<file path="config.mk">
export PLATFORM = sky130hd
export DESIGN_NAME = dbg_pwm_timer
export DESIGN_NICKNAME = d
export VERILOG_FILES = /design/src/rtl/dbg_pwm_timer_pkg.sv /design/src/rtl/tmr_ctrl.sv /design/src/rtl/tmr_shadow_reg.sv /design/src/rtl/tmr_count.sv /design/src/rtl/tmr_pwm_out.sv /design/src/rtl/dbg_pwm_timer.sv
export SDC_FILE = /design/constraint.sdc
export NUM_CORES = 1
export LEC_CHECK = 0
export ABC_CLOCK_PERIOD_IN_PS = 2900
export CAP_MARGIN = 20
export CORE_MARGIN = 3
export CORE_UTILIZATION = 50
export DETAILED_ROUTE_END_ITERATION = 10
export GPL_TIMING_DRIVEN = 1
export PLACE_DENSITY = 0.71
export SYNTH_ARGS = -nofsm -noshare
export SYNTH_HDL_FRONTEND = slang
export SYNTH_SLANG_ARGS = --single-unit
</file>
<file path="constraint.sdc">
create_clock -name clk -period 2.9 [get_ports clk]
set_input_delay 0.435 -clock clk [delete_from_list [all_inputs] [get_ports clk]]
set_output_delay 0.435 -clock clk [all_outputs]
set_load 0.02 [all_outputs]
</file>
<file path="src/rtl/dbg_pwm_timer_pkg.sv">
// Package: shared register map and field positions for the PWM timer.
// Assumes a word-addressed bus with four registers.
package dbg_pwm_timer_pkg;
    localparam int ADDR_W = 2;

    typedef enum logic [ADDR_W-1:0] {
        REG_CTRL   = 2'd0,
        REG_PERIOD = 2'd1,
        REG_WIDTH  = 2'd2,
        REG_COUNT  = 2'd3
    } reg_addr_e;

    localparam int CTRL_EN_BIT  = 0;
    localparam int CTRL_RUN_BIT = 1;
    localparam int CTRL_IRQ_BIT = 2;
    localparam int CTRL_W       = 3;
endpackage

</file>
<file path="src/rtl/tmr_ctrl.sv">
// Module: tmr_ctrl
// Holds the enable and run-in-debug bits and the sticky interrupt flag.
// Produces a start pulse when the timer goes from disabled to enabled.
// Assumes the boundary pulse comes from the counter in the same clock.
module tmr_ctrl
    import dbg_pwm_timer_pkg::*;
(
    input  logic              clk,
    input  logic              rst_n,
    input  logic              ctrl_wr_i,
    input  logic [CTRL_W-1:0] ctrl_wdata_i,
    input  logic              boundary_i,
    output logic              en_o,
    output logic              run_o,
    output logic              irq_o,
    output logic              start_o
);
    logic irq_clr;

    // Start pulse: enable is being set while the timer is off.
    assign start_o = ctrl_wr_i && ctrl_wdata_i[CTRL_EN_BIT] && !en_o;
    assign irq_clr = ctrl_wr_i && ctrl_wdata_i[CTRL_IRQ_BIT];

    // Configuration bits are written directly from the bus.
    always_ff @(posedge clk) begin
        if (!rst_n) begin
            en_o  <= 1'b0;
            run_o <= 1'b0;
        end else if (ctrl_wr_i) begin
            en_o  <= ctrl_wdata_i[CTRL_EN_BIT];
            run_o <= ctrl_wdata_i[CTRL_RUN_BIT];
        end
    end

    // Sticky flag: the boundary sets it and takes priority over a clear.
    always_ff @(posedge clk) begin
        if (!rst_n)          irq_o <= 1'b0;
        else if (boundary_i) irq_o <= 1'b1;
        else if (irq_clr)    irq_o <= 1'b0;
    end

    p_irq_set_r3: assert property (@(posedge clk) disable iff (!rst_n)
        boundary_i |=> irq_o);
    p_irq_sticky_r10: assert property (@(posedge clk) disable iff (!rst_n)
        (irq_o && !irq_clr) |=> irq_o);
endmodule

</file>
<file path="src/rtl/tmr_shadow_reg.sv">
// Module: tmr_shadow_reg
// Shadow and active register pair for a period or width value.
// While the timer is enabled a write lands in the shadow only. The shadow
// moves to the active register at the boundary, and a write in the boundary
// clock goes straight through. While the timer is disabled a write updates
// both registers.
module tmr_shadow_reg #(
    parameter int DATA_W = 32
) (
    input  logic              clk,
    input  logic              rst_n,
    input  logic              wr_i,
    input  logic [DATA_W-1:0] wdata_i,
    input  logic              en_i,
    input  logic              boundary_i,
    output logic [DATA_W-1:0] active_o
);
    logic [DATA_W-1:0] shadow_q;

    // Shadow capture: every write is kept for the next reload.
    always_ff @(posedge clk) begin
        if (!rst_n)    shadow_q <= '0;
        else if (wr_i) shadow_q <= wdata_i;
    end

    // Active value: direct when off, otherwise only at a boundary.
    always_ff @(posedge clk) begin
        if (!rst_n)                        active_o <= '0;
        else if (wr_i && (!en_i || boundary_i)) active_o <= wdata_i;
        else if (boundary_i)               active_o <= shadow_q;
    end

    p_defer_r5: assert property (@(posedge clk) disable iff (!rst_n)
        (en_i && !boundary_i) |=> $stable(active_o));
    p_direct_r7: assert property (@(posedge clk) disable iff (!rst_n)
        (wr_i && !en_i) |=> (active_o == $past(wdata_i)));
    p_bypass_r6: assert property (@(posedge clk) disable iff (!rst_n)
        (wr_i && boundary_i) |=> (active_o == $past(wdata_i)));
endmodule

</file>
<file path="src/rtl/tmr_count.sv">
// Module: tmr_count
// Up-counter from RST_COUNT to the active period, then wraps.
// A debug halt gates the count unless run-in-debug is set.
// Assumes the period is at least RST_COUNT for normal wrapping.
module tmr_count #(
    parameter int          CNT_W     = 32,
    parameter logic [31:0] RST_COUNT = 32'd1
) (
    input  logic             clk,
    input  logic             rst_n,
    input  logic             en_i,
    input  logic             run_i,
    input  logic             start_i,
    input  logic             halt_i,
    input  logic [CNT_W-1:0] period_i,
    output logic [CNT_W-1:0] cnt_o,
    output logic             boundary_o
);
    localparam logic [CNT_W-1:0] CNT_INIT = CNT_W'(RST_COUNT);

    logic tick;

    assign tick       = !halt_i || run_i;
    assign boundary_o = en_i && tick && (cnt_o == period_i);

    // Counter: restart on enable, advance on tick, reload at the boundary.
    always_ff @(posedge clk) begin
        if (!rst_n)            cnt_o <= CNT_INIT;
        else if (start_i)      cnt_o <= CNT_INIT;
        else if (boundary_o)   cnt_o <= CNT_INIT;
        else if (en_i && tick) cnt_o <= cnt_o + 1'b1;
    end

    p_start_r2: assert property (@(posedge clk) disable iff (!rst_n)
        start_i |=> (cnt_o == CNT_INIT));
    p_reload_r3: assert property (@(posedge clk) disable iff (!rst_n)
        boundary_o |=> (cnt_o == CNT_INIT));
    p_hold_r8: assert property (@(posedge clk) disable iff (!rst_n)
        (halt_i && !run_i && !start_i) |=> $stable(cnt_o));
    p_run_r9: assert property (@(posedge clk) disable iff (!rst_n)
        (en_i && halt_i && run_i && (cnt_o != period_i)) |=>
        (cnt_o == $past(cnt_o) + 1'b1));
    p_stop_r11: assert property (@(posedge clk) disable iff (!rst_n)
        (!en_i && !start_i) |=> $stable(cnt_o));
endmodule

</file>
<file path="src/rtl/tmr_pwm_out.sv">
// Module: tmr_pwm_out
// Registered compare of the count against the active width. The flop keeps
// the pin free of glitches and holds it steady while the count is frozen.
module tmr_pwm_out #(
    parameter int CNT_W = 32
) (
    input  logic             clk,
    input  logic             rst_n,
    input  logic             en_i,
    input  logic [CNT_W-1:0] cnt_i,
    input  logic [CNT_W-1:0] width_i,
    output logic             pwm_o
);
    // Output flop: high while the count is within the width.
    always_ff @(posedge clk) begin
        if (!rst_n) pwm_o <= 1'b0;
        else        pwm_o <= en_i && (cnt_i <= width_i);
    end

    p_low_off_r11: assert property (@(posedge clk) disable iff (!rst_n)
        !en_i |=> !pwm_o);
endmodule

</file>
<file path="src/rtl/dbg_pwm_timer.sv">
// Module: dbg_pwm_timer (top)
// PWM timer with double-buffered period and width and debug-halt gating.
// Assumes a single clock domain and a halt input synchronous to clk.
module dbg_pwm_timer
    import dbg_pwm_timer_pkg::*;
#(
    parameter int          CNT_W     = 32,
    parameter logic [31:0] RST_COUNT = 32'd1
) (
    input  logic              clk,
    input  logic              rst_n,
    input  logic              dbg_halt_i,
    input  logic              bus_wr_i,
    input  logic [ADDR_W-1:0] bus_addr_i,
    input  logic [CNT_W-1:0]  bus_wdata_i,
    output logic [CNT_W-1:0]  bus_rdata_o,
    output logic              pwm_o,
    output logic              irq_o
);
    localparam int NUM_BUF = 2;

    logic             en, run, start, boundary, ctrl_wr;
    logic [CNT_W-1:0] cnt;
    logic [CNT_W-1:0] act [NUM_BUF];

    assign ctrl_wr = bus_wr_i && (bus_addr_i == REG_CTRL);

    tmr_ctrl u_ctrl (
        .clk          (clk),
        .rst_n        (rst_n),
        .ctrl_wr_i    (ctrl_wr),
        .ctrl_wdata_i (bus_wdata_i[CTRL_W-1:0]),
        .boundary_i   (boundary),
        .en_o         (en),
        .run_o        (run),
        .irq_o        (irq_o),
        .start_o      (start)
    );

    // One shadow/active pair per buffered register: index 0 period, 1 width.
    for (genvar gi = 0; gi < NUM_BUF; gi++) begin : g_buf
        localparam logic [ADDR_W-1:0] SEL = ADDR_W'(int'(REG_PERIOD) + gi);
        tmr_shadow_reg #(.DATA_W(CNT_W)) u_buf (
            .clk        (clk),
            .rst_n      (rst_n),
            .wr_i       (bus_wr_i && (bus_addr_i == SEL)),
            .wdata_i    (bus_wdata_i),
            .en_i       (en),
            .boundary_i (boundary),
            .active_o   (act[gi])
        );
    end

    tmr_count #(.CNT_W(CNT_W), .RST_COUNT(RST_COUNT)) u_count (
        .clk        (clk),
        .rst_n      (rst_n),
        .en_i       (en),
        .run_i      (run),
        .start_i    (start),
        .halt_i     (dbg_halt_i),
        .period_i   (act[0]),
        .cnt_o      (cnt),
        .boundary_o (boundary)
    );

    tmr_pwm_out #(.CNT_W(CNT_W)) u_pwm (
        .clk     (clk),
        .rst_n   (rst_n),
        .en_i    (en),
        .cnt_i   (cnt),
        .width_i (act[1]),
        .pwm_o   (pwm_o)
    );

    // Read mux: the selected register is returned in the same clock.
    always_comb begin
        bus_rdata_o = '0;
        case (reg_addr_e'(bus_addr_i))
            REG_CTRL: begin
                bus_rdata_o[CTRL_EN_BIT]  = en;
                bus_rdata_o[CTRL_RUN_BIT] = run;
                bus_rdata_o[CTRL_IRQ_BIT] = irq_o;
            end
            REG_PERIOD: bus_rdata_o = act[0];
            REG_WIDTH:  bus_rdata_o = act[1];
            REG_COUNT:  bus_rdata_o = cnt;
            default:    bus_rdata_o = '0;
        endcase
    end

    p_pwm_frozen_r8: assert property (@(posedge clk) disable iff (!rst_n)
        (en && dbg_halt_i && !run && $past(en && dbg_halt_i && !run))
        |=> $stable(pwm_o));
    p_no_overrun_r3: assert property (@(posedge clk) disable iff (!rst_n)
        (en && (cnt == act[0]) && (!dbg_halt_i || run)) |=> (cnt == CNT_W'(RST_COUNT)));
endmodule

</file>
==> impl_metrics.yaml <==
outcome:
  status: "completed"
floorplan:
  die_x_um: 134
  dieArea_mm2: 0.0179
  core.rowCount: 46
  core_region_area_mm2: 0.0159
  die_y_um: 134
  start_util_pct: 51.3
  io_pins: 72
run:
  maxCapViolCount: 0
power_and_ir_drop:
  power.total_uw: 4950
  leakagePower_uw: 0.00420
  powerDensity_mw_per_mm2: 504
  ir_drop_mv: 0.444
critical_path:
  path_cells: "clkdlybuf4s50_1 > buf_12 > nor2b_2 > buf_4 > a22o_1 > clkdlybuf4s50_1"
  cp.arrival_ns: 2.29
  cp_slowest_stage_delay_ns: 0.60
  cp.required_ns: 2.47
  cp-end-kind: "primary output"
  crit_fanout: 36
  crit_type: "in2out"
  crit_slowest_cell: "clkdlybuf4s50_1"
  cp-start-kind: "primary input"
  cpMostUsedCell: "clkdlybuf4s50_1"
timing:
  worst_clock_skew_ns: 0.0103
  fin_crit_sh_pct: 94.1
  fin_crit_ns: 2.73
  tightestPinTransition_ns: 0.958
  final.setup.tns_ns: 0
  drv_slew: 0
  relSlewSlack_pct: 35.6
  fmax_ghz: 0.367
  hold_viol: 0
  rsz0062_at_grt: "no"
  setup_viol: 0
place:
  place.gp.congestion: 0.959
  dpl_cell_area_mm2: 0.00923
  place.port_buffers: 71
  dpl.hpwl_mm: 16.9
clock_network:
  clk_latency_ns: 0.44
  cts_resized: 0
  cts_sinks: 164
  clock_tree.buffer_depth: 2
  holdBufCountCts: 0
  tritoncts: "yes"
  post_cts_buffers: 0
  htree_levels: 4
  cts_root_buffer: "clkbuf_16"
  clkTransAtPathRegs_ns: 0.07
  numCtsBuffers: 17
cells_and_area:
  final_cell_mix: "306 x nand2_1, 164 x dfxtp_1, 93 x a22o_1"
  multi_input_area_mm2: 0.00446
  fill_cells: 1414
  seqCellArea_mm2: 0.00328
  layout-drive-gt1-share_pct: 8.00
  layout_commonest_cell: "nand2_1"
  num-nets-final: 1145
  n_antenna_cell: 0
  syn_to_final_growth_pct: 20.1
  final_area_mm2: 0.00983
grt:
  antenna_found_initial: 0
  grt_first_pass_wirelength_mm: 37.3
  grt_pass1_vias: 6609
  grt_start_max_net_pins: 52
  grt_usage_pct: 26.7
  grt_overflow: 0
synth:
  synth_cell_types: 40
  syn_inst: 1003
  syn_area_per_cell_um2: 8.16
  synth-edff-count: 0
  syn_nets: 1074
  ys_ff_latch: 164
  ys_top_cells_by_area: "dfxtp_1 40%, nand2_1 14%, a22o_1 10%"
  yosysSeqAreaShare_pct: 40.1
  synth_ff_type: "dfxtp_1"
  syn-cell-area_mm2: 0.00818
  yosys.area.top_type: "dfxtp_1"
  async_reset_ff_share_pct: 0
  yosysTopAreaCellShare_pct: 40.1
  synth_warnings: 0
worst_hold_path:
  hp-class: "in2reg"
detailed_routing:
  vias_per_cell: 5.58
  detail_route.wl_per_cell_um: 18.1
  drc: 0
  vias: 7267
  routed_wirelength_mm: 23.6
  drtIter0Drc: 712
  dr.pass1.iters: 5
  ant_nets: 0
==> worst paths after layout <==
kind | startpoint | endpoint | slack [ns] | cells past startpoint
setup reg to reg | u_count.cnt_o[15] | g_buf[0].u_buf.active_o[19] | 0.40 | 7
setup / recovery | bus_addr_i[1] | bus_rdata_o[3] | 0.17 | 6
hold / removal | rst_n | u_count.cnt_o[0] | 0.41 | 2
hold reg to reg | g_buf[1].u_buf.shadow_q[13] | g_buf[1].u_buf.shadow_q[13] | 0.48 | 2
==> cell families after synthesis <==
logic type	share of synthesized area, %
and+or+nand+nor	21.6
AOI/OAI and AO/OA	20.0
DFF	40.1
buffers and inverters	5.41
xor gates and xnor gates	6.74
adders and majority gates	5.05
muxes	1.07
==> cell usage after synthesis (all sizes together) (2+ instances only) <==
cell type,n
a211o,2
a21boi,66
a21oi,12
a22o,93
and2,2
and3,4
and3b,3
and4,7
buf,14
clkbuf,51
dfxtp,164
ha,33
inv,34
mux2i,2
mux4,3
nand2,306
nand3,20
nand3b,2
nand4,11
nor2,45
nor2b,5
nor3,5
nor3b,2
nor4,7
o2111ai,2
o211ai,2
o21ai,35
or4,2
xnor2,11
xor2,52
==> where the power goes <==
| group | switching [uW] | internal (uW) |
|---|---|---|
| Clock | 1000 | 1290 |
| Combinational | 211 | 138 |
| Sequential | 18.0 | 2290 |
==> stage by stage <==
step | util [%] | hold WS, ns | setup WS, ns | instances
6_report | 61.6 | 0.409 | 0.172 | 1303
5_1_grt | 61.6 | 0.432 | 0.0807 | 1303
4_1_cts | 61.6 | 0.397 | 0.174 | 1303
3_5_place_dp | 57.9 | 0.467 | 0.176 | 1271
3_3_place_gp | 57.9 | 0.463 | 0.226 | 1271
2_1_floorplan | - | 0.449 | 0.645 | 1003
==> sequential cells by signal (all words and copies together), names as in the netlist <==
register	flops
g_buf.u_buf.shadow_q	64
u_count.cnt_o	32
u_ctrl.irq_o	1
g_buf.u_buf.active_o	64
u_ctrl.run_o	1
u_pwm.pwm_o	1
u_ctrl.en_o	1
==> routing by layer <==
layer	wire (um)	global-route usage (%)	vias up
met3	1690	6.00	31
li1	-	-	3555
met5	0	0	-
met1	11400	39.9	3453
met4	456	8.23	0
met2	10100	38.4	228
==> cell type report <==
| type | count | share of cell area [%] |
|---|---|---|
| Multi-Input combinational cell | 740 | 45.4 |
| Sequential cell | 164 | 33.4 |
| Timing Repair Buffer | 117 | 11.0 |
| Clock buffer | 18 | 4.37 |
| Tap cell | 216 | 2.75 |
| Clock inverter | 14 | 1.73 |
| Inverter | 34 | 1.30 |
==> critical path, delay by kind of cell <==
kind	cells	cell delay, ns
compound gates	1	0.20
buf+inv	4	1.50
simple gates	1	0.14
Note: power is estimated with default switching activity, not from simulation.
